--- src/rtl/shtrk_pkg.sv ---
package shtrk_pkg;

  localparam int unsigned BYTE_W = 8;
  localparam int unsigned SKIP_W = 2;
  localparam int unsigned NUM_OPS = 1 << BYTE_W;

  localparam logic [7:0] OP_OUT_N = 8'hD3;
  localparam logic [7:0] OP_IN_N  = 8'hDB;

  typedef struct packed {
    logic [7:0] a;
    logic [7:0] b;
    logic [7:0] c;
    logic [7:0] h;
    logic [7:0] l;
  } shadow_t;

  // Bus reads that follow the fetch of a given opcode (refresh plus operands).
  function automatic logic [SKIP_W-1:0] skip_of(input logic [7:0] op);
    logic [SKIP_W-1:0] s;
    s = SKIP_W'(1);
    if (op == OP_OUT_N || op == OP_IN_N)                          s = '0;
    else if (op[7:6] == 2'b00 && op[3:0] == 4'h1)                 s = SKIP_W'(3);
    else if (op == 8'h22 || op == 8'h2A || op == 8'h32 || op == 8'h3A) s = SKIP_W'(3);
    else if (op == 8'hC3 || op == 8'hCD)                          s = SKIP_W'(3);
    else if (op[7:6] == 2'b11 && (op[2:0] == 3'd2 || op[2:0] == 3'd4)) s = SKIP_W'(3);
    else if (op[7:6] == 2'b00 && op[2:0] == 3'd6)                 s = SKIP_W'(2);
    else if (op[7:6] == 2'b00 && op[2:0] == 3'd0 && op[5:3] >= 3'd2) s = SKIP_W'(2);
    else if (op[7:6] == 2'b11 && op[2:0] == 3'd6)                 s = SKIP_W'(2);
    return s;
  endfunction

endpackage

--- src/rtl/shtrk_skip_rom.sv ---
module shtrk_skip_rom
  import shtrk_pkg::*;
(
  input  logic [7:0]        op,
  output logic [SKIP_W-1:0] skip
);

  logic [SKIP_W-1:0] rom [NUM_OPS];

  for (genvar i = 0; i < NUM_OPS; i++) begin : g_entry
    assign rom[i] = skip_of(8'(i));
  end

  assign skip = rom[op];

endmodule

--- src/rtl/shtrk_fetch.sv ---
module shtrk_fetch
  import shtrk_pkg::*;
(
  input  logic              clk,
  input  logic              rst_n,
  input  logic              mreq_act,
  input  logic              is_read,
  input  logic [SKIP_W-1:0] skip_load,
  output logic              fetch,
  output logic [SKIP_W-1:0] skip_q
);

  logic              prev_q, prev_d;
  logic [SKIP_W-1:0] skip_d;
  logic              rd_cyc;

  assign rd_cyc = mreq_act && is_read;

  always_comb begin
    fetch  = rd_cyc && !prev_q && (skip_q == '0);
    prev_d = mreq_act;
    skip_d = skip_q;
    if (fetch)
      skip_d = skip_load;
    else if (rd_cyc && skip_q != '0)
      skip_d = skip_q - SKIP_W'(1);
  end

  always_ff @(posedge clk or negedge rst_n) begin
    if (!rst_n) begin
      prev_q <= 1'b0;
      skip_q <= '0;
    end else begin
      prev_q <= prev_d;
      skip_q <= skip_d;
    end
  end

endmodule

--- src/rtl/shtrk_shadow.sv ---
module shtrk_shadow
  import shtrk_pkg::*;
(
  input  logic       clk,
  input  logic       rst_n,
  input  logic       fetch,
  input  logic [7:0] op,
  input  logic [7:0] arg1,
  input  logic [7:0] arg2,
  input  logic [7:0] hl_byte,
  output shadow_t    sh_q,
  output logic       ev_valid,
  output logic [7:0] ev_port,
  output logic [7:0] ev_data
);

  shadow_t sh_d;
  logic    ev_fire;

  always_comb begin
    sh_d = sh_q;
    unique case (op)
      8'h3E: sh_d.a = arg1;
      8'hAF: sh_d.a = '0;
      8'h2F: sh_d.a = ~sh_q.a;
      8'h3C: sh_d.a = sh_q.a + 8'd1;
      8'h3D: sh_d.a = sh_q.a - 8'd1;
      8'hE6: sh_d.a = sh_q.a & arg1;
      8'hF6: sh_d.a = sh_q.a | arg1;
      8'h78: sh_d.a = sh_q.b;
      8'h79: sh_d.a = sh_q.c;
      8'h7C: sh_d.a = sh_q.h;
      8'h7D: sh_d.a = sh_q.l;
      8'h7E: sh_d.a = hl_byte;
      8'h06: sh_d.b = arg1;
      8'h0E: sh_d.c = arg1;
      8'h21: begin
        sh_d.l = arg1;
        sh_d.h = arg2;
      end
      default: ;
    endcase
  end

  assign ev_fire = fetch && (op == OP_OUT_N);

  always_ff @(posedge clk or negedge rst_n) begin
    if (!rst_n) begin
      sh_q <= '0;
    end else if (fetch) begin
      sh_q <= sh_d;
    end
  end

  always_ff @(posedge clk or negedge rst_n) begin
    if (!rst_n) begin
      ev_valid <= 1'b0;
    end else begin
      ev_valid <= ev_fire;
    end
  end

  always_ff @(posedge clk or negedge rst_n) begin
    if (!rst_n) begin
      ev_port <= '0;
      ev_data <= '0;
    end else if (ev_fire) begin
      ev_port <= arg1;
      ev_data <= sh_q.a;
    end
  end

endmodule

--- src/rtl/shadow_tracker.sv ---
module shadow_tracker
  import shtrk_pkg::*;
#(
  parameter int unsigned ADDR_W = 16
) (
  input  logic              clk,
  input  logic              rst_n,
  input  logic              mreq_n,
  input  logic              wr_n,
  input  logic [ADDR_W-1:0] addr,
  output logic [ADDR_W-1:0] op_addr,
  input  logic [7:0]        op_data,
  output logic [ADDR_W-1:0] arg1_addr,
  input  logic [7:0]        arg1_data,
  output logic [ADDR_W-1:0] arg2_addr,
  input  logic [7:0]        arg2_data,
  output logic [ADDR_W-1:0] hl_addr,
  input  logic [7:0]        hl_data,
  output logic              io_wr_valid,
  output logic [7:0]        io_wr_port,
  output logic [7:0]        io_wr_data
);

  logic              fetch;
  logic [SKIP_W-1:0] skip_load;
  logic [SKIP_W-1:0] skip_q;
  shadow_t           sh_q;
  logic [7:0]        a_q;

  assign op_addr   = addr;
  assign arg1_addr = addr + ADDR_W'(1);
  assign arg2_addr = addr + ADDR_W'(2);
  assign hl_addr   = ADDR_W'({sh_q.h, sh_q.l});
  assign a_q       = sh_q.a;

  shtrk_skip_rom u_rom (
    .op   (op_data),
    .skip (skip_load)
  );

  shtrk_fetch u_fetch (
    .clk       (clk),
    .rst_n     (rst_n),
    .mreq_act  (!mreq_n),
    .is_read   (wr_n),
    .skip_load (skip_load),
    .fetch     (fetch),
    .skip_q    (skip_q)
  );

  shtrk_shadow u_shadow (
    .clk      (clk),
    .rst_n    (rst_n),
    .fetch    (fetch),
    .op       (op_data),
    .arg1     (arg1_data),
    .arg2     (arg2_data),
    .hl_byte  (hl_data),
    .sh_q     (sh_q),
    .ev_valid (io_wr_valid),
    .ev_port  (io_wr_port),
    .ev_data  (io_wr_data)
  );

endmodule

--- config.mk ---
export PLATFORM = sky130hd
export DESIGN_NAME = shadow_tracker
export DESIGN_NICKNAME = d
export VERILOG_FILES = /design/src/rtl/shtrk_pkg.sv /design/src/rtl/shtrk_skip_rom.sv /design/src/rtl/shtrk_fetch.sv /design/src/rtl/shtrk_shadow.sv /design/src/rtl/shadow_tracker.sv
export SDC_FILE = /design/constraint.sdc
export NUM_CORES = 1
export LEC_CHECK = 0
export ABC_AREA = 1
export ABC_CLOCK_PERIOD_IN_PS = 2600
export BUFFER_PORTS_ARGS = -buffer_cell sky130_fd_sc_hd__buf_2
export CAP_MARGIN = 20
export CORE_MARGIN = 1
export CORE_UTILIZATION = 47
export CTS_CLUSTER_DIAMETER = 100
export DETAILED_ROUTE_END_ITERATION = 10
export HOLD_SLACK_MARGIN = 0.12
export PLACE_DENSITY_LB_ADDON = 0.15
export SLEW_MARGIN = 20
export SYNTH_ARGS = -nofsm -noshare
export SYNTH_HDL_FRONTEND = slang
export SYNTH_SLANG_ARGS = --single-unit
--- constraint.sdc ---
create_clock -name clk -period 2.6 [get_ports clk]
set_input_delay 0.78 -clock clk [delete_from_list [all_inputs] [get_ports clk]]
set_output_delay 0.78 -clock clk [all_outputs]
set_load 0.02 [all_outputs]
**Yosys cells after proc, flatten, opt, wreduce, memory -nomap -nowiden**

Memories as Yosys holds them, arrays and structs flattened.
Index checks and enable logic that the tools add are counted.

- Register bits: 60
- ROM bits: 512
- Input bits: 52
- Output and inout port bits: 81
- Word-level logic and storage cells: 57
- Memories: 1

Memories:

| memory | words | width | rd ports | clocked after memory_dff | write ports | line | RTL |
|---|---|---|---|---|---|---|---|
| (no name shown) | 256 | 2 | 1 | 0 | 0 | shtrk_skip_rom.sv:14 | `assign skip = rom[op];` |

- Add/subtract/negate cells: 5
- Order comparisons: 1
- Equality and inequality tests: 16
- Mux-type cells: 5
- Bitwise operators: 4
- Reductions and logical operators: 15

Operator list:

| operator | number |
|---|---|
| $pmux 8 s12 | 1 |
| $eq 8x6->1 const B | 5 |
| $eq 8x7->1 const B | 5 |
| $eq 8x8->1 const B | 4 |
| $add 16x1->16 const B | 1 |
| $add 16x2->16 const B | 1 |
| $reduce_bool 12->1 | 1 |
| $ge 9x9->1 const B | 1 |
| $not 8->9 | 1 |
| $add 8x1->8 const B | 1 |
| $and 8x8->8 | 1 |
| $eq 8x3->1 const B | 1 |
| $eq 8x4->1 const B | 1 |
| $mux 2 | 4 |
| $not 8->8 | 1 |
| $or 8x8->8 | 1 |
| $reduce_and 2->1 | 4 |
| $sub 8x1->8 const B | 1 |
| $logic_and 1x1->1 | 5 |
| $reduce_bool 2->1 | 2 |
| $logic_not 1->1 | 2 |
| $logic_not 2->1 | 1 |
| $sub 2x1->2 const B | 1 |

**Logic depth before layout (Yosys ltp)**

Gate-level depths: netlist (run 1).

- Depth in word-level cells: 5
- Depth in mapped cells: 17
- Depth with buffers taken out: 17

**Modules after synthesis**

From an unflattened synthesis (run 1), not the netlist that was laid out.

- Cell total of the unflattened synthesis: 642
- Area total of the unflattened synthesis: 4,381.7 µm²

Modules (own cells, without submodules):

| module | times used | cells each | area an instance (µm²) | seq. area each (µm²) |
|---|---|---|---|---|
| shtrk_shadow | 1 | 447 | 3,280.6 | 1,426.4 |
| shadow_tracker | 1 | 134 | 769.5 | 0.0 |
| shtrk_fetch | 1 | 28 | 188.9 | 75.1 |
| shtrk_skip_rom | 1 | 33 | 142.6 | 0.0 |

**Least setup slack after synthesis (run 1)**

OpenSTA, ideal clock, no wires.

- Path type: input to output
- Start point: in addr[1]
- End point: out arg1_addr[13]
- Data arrival time: 2.391 ns
- Data required time: 1.820 ns
- Slack: -0.571 ns
- Cell stages on the path: 10
- Buffers on the path: 0
- Path through: ha_1 nand3_1 nor2_1 inv_1 nor2_1 nand4_1 nor2_1 xor2_1 nor2_1 nor2_1

- Longest elaborated chain between the ends: 1

RTL lines:

| element | line | RTL |
|---|---|---|
| from (decl) | shadow_tracker.sv:10 | `input logic [ADDR_W-1:0] addr,` |
| $add 16x1->16 | shadow_tracker.sv:31 | `assign arg1_addr = addr + ADDR_W'(1);` |
| to (decl) | shadow_tracker.sv:13 | `output logic [ADDR_W-1:0] arg1_addr,` |

No other way between the ends.

**Final worst setup path (run 1)**

- Start point: in addr[2]
- End point: out arg1_addr[15]

Same word-level chain as after synthesis.

==> Flow_metrics.wiki, run 1 <==
{| class="wikitable"
! Metric !! Value
|-
| Run status || complete, but fails checks
|-
| Violations in the final reports || DRC, setup timing
|-
| # IOs || 133
|-
| Count of port buffers added during placement || 132
|-
| Peak supply drop || about 0.0004 V
|-
| Kind of end point of the critical path || primary output
|-
| Wire length on met3 || between 700 and 800 µm
|-
| TritonCTS buffer count || 9
|-
| Routed wire length || about 13000 µm
|-
| Power Density || approximately 410 nW/µm²
|-
| 1st-pass router iterations || 9
|-
| Main area contributors after synthesis || sky130_fd_sc_hd__dfrtp_1 (35%), sky130_fd_sc_hd__nand2_1 (17%), sky130_fd_sc_hd__o21ai_0 (6.3%)
|-
| Hold_ws || 0.404 ns
|-
| Number of max-slew violations in the final report || 0
|-
| Met2 layer wire length in the routed design || ~6600 µm
|-
| DR vias/cell || 5.21
|-
| Via count of the first global-routing pass || approximately 4.5k
|-
| CTS tree || yes
|-
| Setup repair after global routing missed its margin || yes
|-
| Routed wire per std cell || between 15 and 20 µm
|-
| Total track usage || 28.3%
|-
| Number of distinct library cells after synthesis || 41
|-
| MaxCap Viol Count || 0
|-
| Leakage power figure || between 3 and 4 nW
|-
| Combinational family with the most area after synthesis || simple AND/OR/NAND/NOR gates
|-
| Async S/R FF share, synth || between 90% and 100%
|-
| Worst reg2reg path endpoint || u_shadow.sh_q[22]
|-
| Critical path class || input pin to primary output
|-
| Chip Width || ~100 µm
|-
| Setup slack of the worst register-to-register path || 0.63 ns
|-
| Initial detailed-routing violation count || 260
|-
| Number of hold violations in the final report || 0
|-
| # nets final || between 800 and 900
|-
| Relative contribution of combinational cells to total power || 23.4%
|-
| Growth of design area from synthesis to finish || 31.5%
|-
| Reg-to-reg startpoint || u_fetch.skip_q[0]
|-
| Global route overflow || 0
|-
| Max Used Layer || met4
|-
| Clock-pin slew reported for the worst setup and hold paths after clock tree synthesis || around 0.080 ns
|-
| Setup clock skew after layout || between 0.015 and 0.02 ns
|-
| Post-Syn Instances || roughly 620
|-
| Number of failing setup endpoints in the final timing report || 13
|-
| Reg power frac || between 40% and 50%
|-
| Mapped cell area || roughly 4300 µm²
|-
| Gpl congestion || about 0.87
|-
| Number of antenna violations at the first check in global routing || 0
|-
| Switching portion of total power || about a third
|-
| Dpl ws || -0.526 ns
|-
| Worst-path fanout max || 3
|-
| DRC Markers || 13
|-
| Global-route wire length before repair || 21600 µm
|-
| Data arrival at the endpoint of the critical path || 2.26 ns
|-
| Antenna diodes || 0
|-
| Post-route ant nets || 0
|-
| Compound-cell area share of the yosys netlist || between 10 and 15%
|-
| Cells on worst reg2reg path || 9
|-
| H-tree levels || 3
|-
| Met1 Wirelength || 5710 µm
|-
| Maximum number of pins on one net before global-route repair || 39
|-
| Core ar. || about 8800 µm²
|-
| Worst Hold Class || input pin to async pin
|-
| Critical path startpoint category || input pin
|-
| Fraction of power consumed by the clock network || 33.9%
|-
| Commonest register cell after synthesis || sky130_fd_sc_hd__dfrtp_1
|-
| Starting utilization of the core area || 49.1%
|-
| Cell taking the most area after synthesis || sky130_fd_sc_hd__dfrtp_1
|-
| Switching power || slightly above 0.8 mW
|-
| Number of enable flip-flop cells after synthesis || 0
|-
| Post-synthesis register bit count || 60
|-
| Share of cell area taken by muxes after synthesis || under 10%
|-
| Hold-fix buffers at CTS || 0
|-
| Mean instance size in the synthesized netlist || 6.94 µm²
|-
| Share of the synthesized area in the top cell type || between 30% and 40%
|-
| Final design instance area without fill || ~5700 µm²
|-
| Fmax achieved || ~0.33 GHz
|-
| P_int || about 1.5 mW
|-
| Die Ht || 97.9 µm
|-
| Root buffer selected by CTS || sky130_fd_sc_hd__clkbuf_8
|-
| Number of warnings reported in the yosys synthesis log || 0
|-
| Synthesized-area fraction occupied by adder cells || under 10%
|-
| Area enclosed by the die boundary || around 9600 µm²
|-
| Min Clock Period, post-route || 3.04 ns
|-
| Number of standard-cell rows in the floorplan || 34
|-
| Util after Layout || around 65%
|-
| CTS sink cnt || 60
|-
| Sequential element share of the synthesized area || between 30% and 40%
|-
| Post-synthesis xor/xnor area fraction || ~4.3%
|-
| Placed Area || between 5000 and 6000 µm²
|-
| Fraction of final layout cells sized beyond drive strength 1 || a little over a third
|-
| Total power consumption of the routed design || between 2 and 2.5 mW
|-
| Share of synthesized cell area in and, or, nand and nor gates || approximately 34%
|-
| Post-route setup slack || -0.444 ns
|-
| Via total after detailed routing || 4596
|-
| Hpwl dp || 10000 µm
|-
| Period utilisation layout || 117%
|-
| Number of buffers on the longest clock path || 2
|-
| Data required time of the critical path || approximately 1.8 ns
|-
| Source-to-sink clock delay at the later pin of the worst-skew pair || between 0.3 and 0.4 ns
|-
| Slew of the pin with the lowest slew margin || about 0.57 ns
|-
| Headroom to the max-slew limit || 62.1%
|-
| Syn_nets || a little under 700
|}
-- layout make-up --
class | instances | area [µm²]
Clock buffer | 9 | 124
Clock inverter | 7 | 57.6
Fill cell | 778 | 3120
Inverter | 60 | 226
Multi-Input combinational cell | 456 | 2470
Sequential cell | 60 | 1500
Tap cell | 108 | 135
Timing Repair Buffer | 182 | 1160
-- critical path, stage by stage --
cell,delay [ns]
sky130_fd_sc_hd__buf_8,0.08
sky130_fd_sc_hd__ha_4,0.15
sky130_fd_sc_hd__nand3_4,0.08
sky130_fd_sc_hd__nor2_4,0.10
sky130_fd_sc_hd__inv_2,0.05
sky130_fd_sc_hd__nor2_2,0.10
sky130_fd_sc_hd__nand4_1,0.18
sky130_fd_sc_hd__nor3_2,0.25
sky130_fd_sc_hd__xor2_2,0.22
sky130_fd_sc_hd__nand2_1,0.10
sky130_fd_sc_hd__nand2_2,0.08
sky130_fd_sc_hd__buf_6,0.11
-- kinds of logic (layout without fill, tap and decap cells) --
logic type	count (synthesis)	in the layout
AO/OA/AOI/OAI	86	86
XOR/XNOR	21	21
adder cells (fa/ha/maj)	4	4
buffers and inverters	107	258
flip-flops	60	60
multiplexers	8	8
AND/OR/NAND/NOR	337	337
-- layout by cell type (no fill, tap or decap), types with 9 or more instances in the layout --
cell	Yosys	routed
sky130_fd_sc_hd__xor2_1	19	14
sky130_fd_sc_hd__clkbuf_8	0	9
sky130_fd_sc_hd__buf_4	33	59
sky130_fd_sc_hd__nor2_2	8	12
sky130_fd_sc_hd__o21ai_0	54	53
sky130_fd_sc_hd__nor2_1	56	45
sky130_fd_sc_hd__nand2_2	9	12
sky130_fd_sc_hd__a21oi_1	18	17
sky130_fd_sc_hd__dfrtp_1	60	60
sky130_fd_sc_hd__inv_1	55	54
sky130_fd_sc_hd__nand3_1	43	40
sky130_fd_sc_hd__buf_6	3	9
sky130_fd_sc_hd__buf_2	1	110
sky130_fd_sc_hd__nand2_1	195	191
-- how the worst max path moves through the flow --
stage | slack [ns] | endpoint | cells after the start | start
6_report | -0.44 | arg1_addr[15] | 12 | addr[2]
3_5_place_dp | -0.53 | arg1_addr[15] | 12 | addr[1]
5_1_grt | -0.52 | arg1_addr[15] | 12 | addr[2]
4_1_cts | -0.35 | arg1_addr[11] | 12 | addr[2]
2_1_floorplan | -0.46 | arg1_addr[15] | 10 | addr[1]
3_3_place_gp | -0.51 | arg1_addr[15] | 12 | addr[1]
-- sequential cells by signal, summed over array words and instances, names as in the netlist --
signal / count
u_shadow.sh_q: 40
u_fetch.skip_q: 2
u_shadow.ev_data: 8
u_shadow.ev_port: 8
u_fetch.prev_q: 1
u_shadow.ev_valid: 1
-- what timing repair did --
| action | 4_1_cts | 5_1_grt |
|---|---|---|
| setup endpoints to repair | 17 | 19 |
| cloned | 0 | 0 |
| pin swaps | 17 | 13 |
| endpoints found under the hold margin | 0 | 0 |
| gates resized for setup | 44 | 18 |
| buffers inserted | 13 | 7 |
-- Yosys cell counts, types with 8 or more instances --
cell and number:
sky130_fd_sc_hd__inv_1 55, sky130_fd_sc_hd__clkbuf_1 10, sky130_fd_sc_hd__nand2_2 9, sky130_fd_sc_hd__nor2_2 8
sky130_fd_sc_hd__dfrtp_1 60, sky130_fd_sc_hd__a21oi_1 18, sky130_fd_sc_hd__buf_4 33, sky130_fd_sc_hd__nand3_1 43
sky130_fd_sc_hd__mux2_2 8, sky130_fd_sc_hd__xor2_1 19, sky130_fd_sc_hd__nand2_1 195, sky130_fd_sc_hd__o21ai_0 54
sky130_fd_sc_hd__nor2_1 56
-- per-layer routing --
layer  track usage (%)  vias to the layer above
li1                  -                     2256
met1              37.1                     2157
met2              48.6                      162
met3              3.87                       21
met4              8.86                        0
met5                 0                        -
-- per-stage QoR --
stage	std cells	TNS, ns
CTS	881	-2.27
global placement	852	-3.55
finish	882	-2.70
floorplan	623	-1.53
detailed placement	852	-4.08
global route	882	-3.73
-- power by group through the flow --
| stage | sequential (mW) | clock, mW | combinational [mW] |
|---|---|---|---|
| 2_1_floorplan | 1.00 | 0 | 0.315 |
| 3_3_place_gp | 1.02 | 0 | 0.487 |
| 3_5_place_dp | 1.02 | 0 | 0.497 |
| 4_1_cts | 1.00 | 0.803 | 0.532 |
| 5_1_grt | 1.01 | 0.840 | 0.606 |
| 6_report | 1.00 | 0.796 | 0.550 |
Note: power is estimated with default switching activity, not from simulation.
==> run 2: changes to the inputs <==
- ABC_CLOCK_PERIOD_IN_PS: 2600 -> 2650
- CORE_UTILIZATION: 47 -> 40
- clock period: 2.6 -> 2.65 ns (I/O delays scaled with it)
==> run 2 against run 1 <==
  * The flow finishes with violations (setup timing)
  * Clock power increased by 5.0%
  * Core utilization is 8.8 points lower
  * Sequential share of layout area down 0.57 points
  * Largest power group unchanged
  * Worst hold slack better by 0.074 ns
  * Register-to-register slack got worse by 0.04 ns
  * Cell area grew 2.2%
  * Routed wire length rose by 3.3%
  * First-iteration DRC count fell by 0.77%
  * Final cell count increased by 3.4%
==> Flow_metrics.wiki, run 2 (synthesis results as in run 1) <==
{| class="wikitable"
! Metric !! Value
|-
| Clock-pin slew reported for the worst setup and hold paths after clock tree synthesis || approximately 0.06 ns
|-
| Slew of the pin with the lowest slew margin || about 0.75 ns
|-
| Chip Width || roughly 110 µm
|-
| Growth of design area from synthesis to finish || 34.4%
|-
| Number of antenna violations at the first check in global routing || 0
|-
| Placed Area || between 5000 and 6000 µm²
|-
| Total track usage || ~25%
|-
| DR vias/cell || between 5 and 6
|-
| 1st-pass router iterations || 5
|-
| Antenna diodes || 0
|-
| Initial detailed-routing violation count || 258
|-
| CTS sink cnt || 60
|-
| Util after Layout || 55.8%
|-
| Period utilisation layout || 113%
|-
| Leakage power figure || between 3 and 4 nW
|-
| H-tree levels || 3
|-
| Number of hold violations in the final report || 0
|-
| Min Clock Period, post-route || about 3 ns
|-
| Core ar. || roughly 10000 µm²
|-
| Gpl congestion || roughly 0.90
|-
| TritonCTS buffer count || 9
|-
| Peak supply drop || about 0.00036 V
|-
| Hpwl dp || 10500 µm
|-
| Largest registers in the final layout || u_shadow.sh_q: 40 flops, u_shadow.ev_data: 8 flops, u_shadow.ev_port: 8 flops
|-
| Setup clock skew after layout || 0.0124 ns
|-
| Power Density || between 400 and 500 nW/µm²
|-
| # nets final || between 800 and 900
|-
| CTS tree || yes
|-
| Violations in the final reports || setup timing
|-
| Number of standard-cell rows in the floorplan || 37
|-
| Reg with most FFs || u_shadow.sh_q
|-
| Post-route ant nets || 0
|-
| Count of port buffers added during placement || 132
|-
| Kind of end point of the critical path || primary output
|-
| Starting utilization of the core area || about two fifths
|-
| # IOs || 133
|-
| Data required time of the critical path || around 1.9 ns
|-
| Global route overflow || 0
|-
| Number of buffers on the longest clock path || 2
|-
| Source-to-sink clock delay at the later pin of the worst-skew pair || 0.36 ns
|-
| Routed wire per std cell || approximately 15 µm
|-
| Top library cells by usage in the layout, fill and taps aside || sky130_fd_sc_hd__nand2_1 (188), sky130_fd_sc_hd__buf_2 (112), sky130_fd_sc_hd__dfrtp_1 (60)
|-
| Final design instance area without fill || 5810 µm²
|-
| Post-route setup slack || -0.334 ns
|-
| Via count of the first global-routing pass || approximately 4.4k
|-
| Area enclosed by the die boundary || approximately 11000 µm²
|-
| Number of flip-flops under the largest register name || 40
|-
| Fraction of final layout cells sized beyond drive strength 1 || 35.7%
|-
| Data arrival at the endpoint of the critical path || between 2 and 2.5 ns
|-
| Most frequent standard cell in the layout excluding fill and tap cells || sky130_fd_sc_hd__nand2_1
|-
| Global-route wire length before repair || 21500 µm
|-
| Headroom to the max-slew limit || between 40% and 50%
|-
| Root buffer selected by CTS || sky130_fd_sc_hd__clkbuf_8
|-
| Setup repair after global routing missed its margin || yes
|-
| Routed wire length || between 10000 and 15000 µm
|-
| Maximum number of pins on one net before global-route repair || 34
|-
| Worst-path fanout max || 3
|-
| Number of failing setup endpoints in the final timing report || 11
|-
| Die Ht || about 110 µm
|-
| Critical path startpoint category || input pin
|-
| Number of max-slew violations in the final report || 0
|-
| Fmax achieved || between 0.3 and 0.4 GHz
|-
| Run status || complete, but fails checks
|-
| MaxCap Viol Count || 0
|-
| Critical path class || input pin to primary output
|-
| DRC Markers || 0
|-
| Via total after detailed routing || roughly 4.6k
|-
| Worst Hold Class || register to register
|}
[run 2: routing by layer]
metal / up-vias / wire [µm] / track usage (%)
li1: 2257 / - / -
met1: 2173 / 5710 / 30.1
met2: 178 / 6740 / 43.7
met3: 26 / 932 / 3.86
met4: 0 / 331 / 9.52
met5: - / 0 / 0
[run 2: final timing paths]
path,start,end,slack [ns],cells after the start
setup / recovery,addr[2],arg1_addr[11],-0.33,12
hold / removal,u_shadow.sh_q[39],u_shadow.sh_q[39],0.48,2
setup reg to reg,u_fetch.skip_q[0],u_shadow.sh_q[31],0.59,9
hold reg to reg,u_shadow.sh_q[39],u_shadow.sh_q[39],0.48,2
max in group asynchronous,rst_n,u_shadow.sh_q[10],1.54,2
min in group asynchronous,rst_n,u_shadow.sh_q[1],0.50,1
[run 2: worst max-delay path, stage by stage]
cell                      delay [ns]
sky130_fd_sc_hd__buf_8          0.08
sky130_fd_sc_hd__ha_4           0.14
sky130_fd_sc_hd__nand3_4        0.07
sky130_fd_sc_hd__nor2_4         0.11
sky130_fd_sc_hd__inv_2          0.06
sky130_fd_sc_hd__nor2_4         0.08
sky130_fd_sc_hd__nand4_1        0.16
sky130_fd_sc_hd__buf_4          0.19
sky130_fd_sc_hd__xor2_2         0.15
sky130_fd_sc_hd__nor2_1         0.14
sky130_fd_sc_hd__a21oi_2        0.04
sky130_fd_sc_hd__buf_4          0.16
[run 2: repair_timing]
| action | in CTS | in global routing |
|---|---|---|
| endpoints found under the hold margin | 0 | 0 |
| setup endpoints to repair | 18 | 17 |
| hold buffers | 0 | 0 |
| resized for setup | 51 | 27 |
| pin swaps | 19 | 11 |
| buffers inserted | 11 | 6 |
[run 2: power by group]
group / total (mW) / internal (mW) / switching [mW]
clock: 0.836 / 0.474 / 0.362
combinational: 0.546 / 0.202 / 0.344
sequential: 0.985 / 0.950 / 0.0347
total: 2.37 / 1.63 / 0.740
[run 2: area by class of cell]
class	count	area (µm²)
clock buffers	12	155
flip-flops and latches	60	1500
clock inverters	2	35.0
well taps	136	170
inverters	60	226
repair buffers	186	1200
fillers	991	4610
multi-input cells	456	2520
[run 2: per-stage QoR]
step | cells | power (mW) | setup WS, ns | setup TNS [ns] | hold slack [ns]
6_report | 912 | 2.37 | -0.334 | -1.89 | 0.478
5_1_grt | 912 | 2.47 | -0.406 | -2.68 | 0.511
4_1_cts | 907 | 2.36 | -0.355 | -1.86 | 0.485
3_5_place_dp | 883 | 1.49 | -0.700 | -4.90 | 0.470
3_3_place_gp | 883 | 1.48 | -0.622 | -4.15 | 0.465
2_1_floorplan | 623 | 1.29 | -0.440 | -1.43 | 0.449
==> run 3: changes to the inputs <==
- ABC_AREA: 1 -> default
==> run 3 against run 2 <==
  * The run still ends with setup timing left
  * First-iteration DRC count down 2.7%
  * Fmax up 3.0%
  * Cell area up 3.3%
  * Non-clock buffer count up 28
  * Routed wire length down 12%
  * Total power up 6.9%
  * Sequential share of layout area down 0.83 points
  * Highest routed layer unchanged
==> Flow_metrics.wiki, run 3 <==
{| class="wikitable"
! Metric !! Value
|-
| Run status || complete, but fails checks
|-
| Violations in the final reports || setup timing
|-
| Fraction of final layout cells sized beyond drive strength 1 || around half
|-
| Setup slack of the worst register-to-register path || a little under 0.6 ns
|-
| Critical path class || input pin to primary output
|-
| Mapped cell area || ~4300 µm²
|-
| Worst reg2reg path endpoint || u_shadow.sh_q[36]
|-
| Number of distinct library cells after synthesis || 63
|-
| H-tree levels || 3
|-
| Maximum number of pins on one net before global-route repair || between 40 and 50
|-
| Relative contribution of combinational cells to total power || between 20% and 30%
|-
| MaxCap Viol Count || 0
|-
| Syn_nets || 507
|-
| Placed Area || 5430 µm²
|-
| Sequential element share of the synthesized area || 34.8%
|-
| Power Density || 422 nW/µm²
|-
| DR vias/cell || 5.34
|-
| Cells on worst reg2reg path || 8
|-
| Number of max-slew violations in the final report || 0
|-
| Number of enable flip-flop cells after synthesis || 0
|-
| Worst Hold Class || input pin to async pin
|-
| Switching portion of total power || between 30% and 40%
|-
| # IOs || between 100 and 150
|-
| Number of flip-flops under the largest register name || 40
|-
| Source-to-sink clock delay at the later pin of the worst-skew pair || 0.33 ns
|-
| Die Ht || 106 µm
|-
| Post-Syn Instances || approximately 450
|-
| Commonest register cell after synthesis || sky130_fd_sc_hd__dfrtp_1
|-
| Data arrival at the endpoint of the critical path || approximately 2.1 ns
|-
| Hold-fix buffers at CTS || 0
|-
| Number of warnings reported in the yosys synthesis log || 0
|-
| Post-synthesis register bit count || 60
|-
| P_int || between 1.5 and 2 mW
|-
| Largest registers in the final layout || u_shadow.sh_q: 40 flops, u_shadow.ev_data: 8 flops, u_shadow.ev_port: 8 flops
|-
| Leading cell types by count after synthesis || sky130_fd_sc_hd__dfrtp_1 (60), sky130_fd_sc_hd__nand2_1 (38), sky130_fd_sc_hd__buf_4 (36)
|-
| Number of antenna violations at the first check in global routing || 0
|-
| Number of failing setup endpoints in the final timing report || 13
|-
| Worst-path fanout max || 2
|-
| Fraction of power consumed by the clock network || between 30% and 40%
|-
| Setup clock skew after layout || approximately 0.010 ns
|-
| Critical path startpoint category || input pin
|-
| # nets final || 667
|-
| Number of standard-cell rows in the floorplan || 37
|-
| Post-route setup slack || -0.247 ns
|-
| Routed wire length || around 12000 µm
|-
| Data required time of the critical path || 1.86 ns
|-
| Most frequent standard cell in the layout excluding fill and tap cells || sky130_fd_sc_hd__buf_2
|-
| Mean instance size in the synthesized netlist || between 9 and 10 µm²
|-
| Final design instance area without fill || ~6000 µm²
|-
| Share of the synthesized area in the top cell type || 34.8%
|-
| Hpwl dp || just over 9000 µm
|-
| Total track usage || 21.4%
|-
| Most common cell in the netlist || sky130_fd_sc_hd__dfrtp_1
|-
| Post-route ant nets || 0
|-
| DRC Markers || 0
|-
| Total power consumption of the routed design || between 2 and 3 mW
|-
| Antenna diodes || 0
|-
| Number of hold violations in the final report || 0
|-
| Area enclosed by the die boundary || 11200 µm²
|-
| Global-route wire length before repair || 19000 µm
|-
| Initial detailed-routing violation count || about 250
|-
| Routed wire per std cell || around 16 µm
|-
| Leakage power figure || 3.04 nW
|-
| Count of port buffers added during placement || ~130
|-
| CTS tree || yes
|-
| Core ar. || ~10000 µm²
|-
| Root buffer selected by CTS || sky130_fd_sc_hd__clkbuf_8
|-
| Reg-to-reg startpoint || u_shadow.sh_q[33]
|-
| Reg power frac || 40.1%
|-
| 1st-pass router iterations || 5
|-
| Min Clock Period, post-route || roughly 2.9 ns
|-
| Switching power || 0.764 mW
|-
| Peak supply drop || ~0.00027 V
|-
| Headroom to the max-slew limit || 68.4%
|-
| Async S/R FF share, synth || 100%
|-
| Top library cells by usage in the layout, fill and taps aside || sky130_fd_sc_hd__buf_2 (107), sky130_fd_sc_hd__buf_4 (87), sky130_fd_sc_hd__dfrtp_1 (60)
|-
| Reg with most FFs || u_shadow.sh_q
|-
| Number of buffers on the longest clock path || 2
|-
| CTS sink cnt || 60
|-
| Gpl congestion || approximately 0.84
|-
| Slew of the pin with the lowest slew margin || between 0.4 and 0.5 ns
|-
| Via total after detailed routing || roughly 4k
|-
| Main area contributors after synthesis || sky130_fd_sc_hd__dfrtp_1 (35%), sky130_fd_sc_hd__mux2_2 (8.4%), sky130_fd_sc_hd__buf_4 (6.3%)
|-
| Cell taking the most area after synthesis || sky130_fd_sc_hd__dfrtp_1
|-
| Setup repair after global routing missed its margin || yes
|-
| Period utilisation layout || 109%
|-
| Growth of design area from synthesis to finish || 39.2%
|-
| Global route overflow || 0
|-
| Fmax achieved || between 0.3 and 0.4 GHz
|-
| Chip Width || between 100 and 150 µm
|-
| Kind of end point of the critical path || primary output
|-
| Clock-pin slew reported for the worst setup and hold paths after clock tree synthesis || around 0.07 ns
|-
| TritonCTS buffer count || 9
|-
| Starting utilization of the core area || between 40% and 50%
|-
| Via count of the first global-routing pass || between 3k and 4k
|}
-- run 3: metrics by stage --
stage / TNS, ns / hold slack, ns / utilization [%] / setup WS [ns] / cells
floorplan: -1.36 / 0.446 / - / -0.271 / 451
global placement: -4.18 / 0.456 / 52.4 / -0.337 / 724
detailed placement: -4.64 / 0.472 / 52.4 / -0.346 / 724
CTS: -2.18 / 0.425 / 56.5 / -0.252 / 745
global route: -2.58 / 0.459 / 57.9 / -0.315 / 751
finish: -1.51 / 0.424 / 57.9 / -0.247 / 751
-- run 3: logic make-up after synthesis --
kind of cell               share of synthesized area, %
AOI/OAI and AO/OA                                  13.0
xor gates and xnor gates                           6.09
adders and majority gates                          1.16
buffers and inverters                              10.6
DFF                                                34.8
muxes                                              16.2
and+or+nand+nor                                    18.1
-- run 3: power groups by stage --
stage          Clock (mW)  Combinational (mW)  Sequential (mW)
6_report            0.897               0.620             1.01
5_1_grt             0.959               0.674             1.02
4_1_cts             0.924               0.599             1.01
3_5_place_dp            0               0.570             1.03
2_1_floorplan           0               0.382            0.994
3_3_place_gp            0               0.557             1.03
-- run 3: how the worst max path moves through the flow --
| stage | end | from | cells past startpoint |
|---|---|---|---|
| finish | arg2_addr[14] | addr[6] | 8 |
| global route | arg1_addr[14] | addr[6] | 8 |
| CTS | arg2_addr[14] | addr[6] | 8 |
| detailed placement | arg2_addr[14] | addr[4] | 8 |
| global placement | arg2_addr[14] | addr[4] | 8 |
| floorplan | arg2_addr[12] | addr[4] | 6 |
-- run 3: critical path: stages --
cell	delay, ns
sky130_fd_sc_hd__buf_8	0.08
sky130_fd_sc_hd__nand3_4	0.07
sky130_fd_sc_hd__or3_4	0.38
sky130_fd_sc_hd__or2_4	0.28
sky130_fd_sc_hd__nor2_4	0.13
sky130_fd_sc_hd__nand3_4	0.10
sky130_fd_sc_hd__xnor2_4	0.14
sky130_fd_sc_hd__buf_6	0.13
-- run 3: routing by layer --
layer  GRT usage, %  part of all wire (%)  vias to the layer above
met5              0                     0                        -
met4           5.06                  0.86                        0
met3           3.03                   4.7                        9
met2           37.4                    51                      132
met1           27.8                    43                     1957
li1               -                     -                     1913
-- run 3: final cells by class --
| class | count | area, µm² |
|---|---|---|
| Clock buffer | 9 | 124 |
| Clock inverter | 6 | 90.1 |
| Fill cell | 922 | 4370 |
| Inverter | 9 | 33.8 |
| Multi-Input combinational cell | 317 | 2640 |
| Sequential cell | 60 | 1500 |
| Tap cell | 136 | 170 |
| Timing Repair Buffer | 214 | 1450 |
-- run 3: timing repair --
item | CTS | global route
endpoints found under the setup margin | 18 | 21
pin swaps | 21 | 18
buffers inserted | 6 | 6
resized for setup | 45 | 24
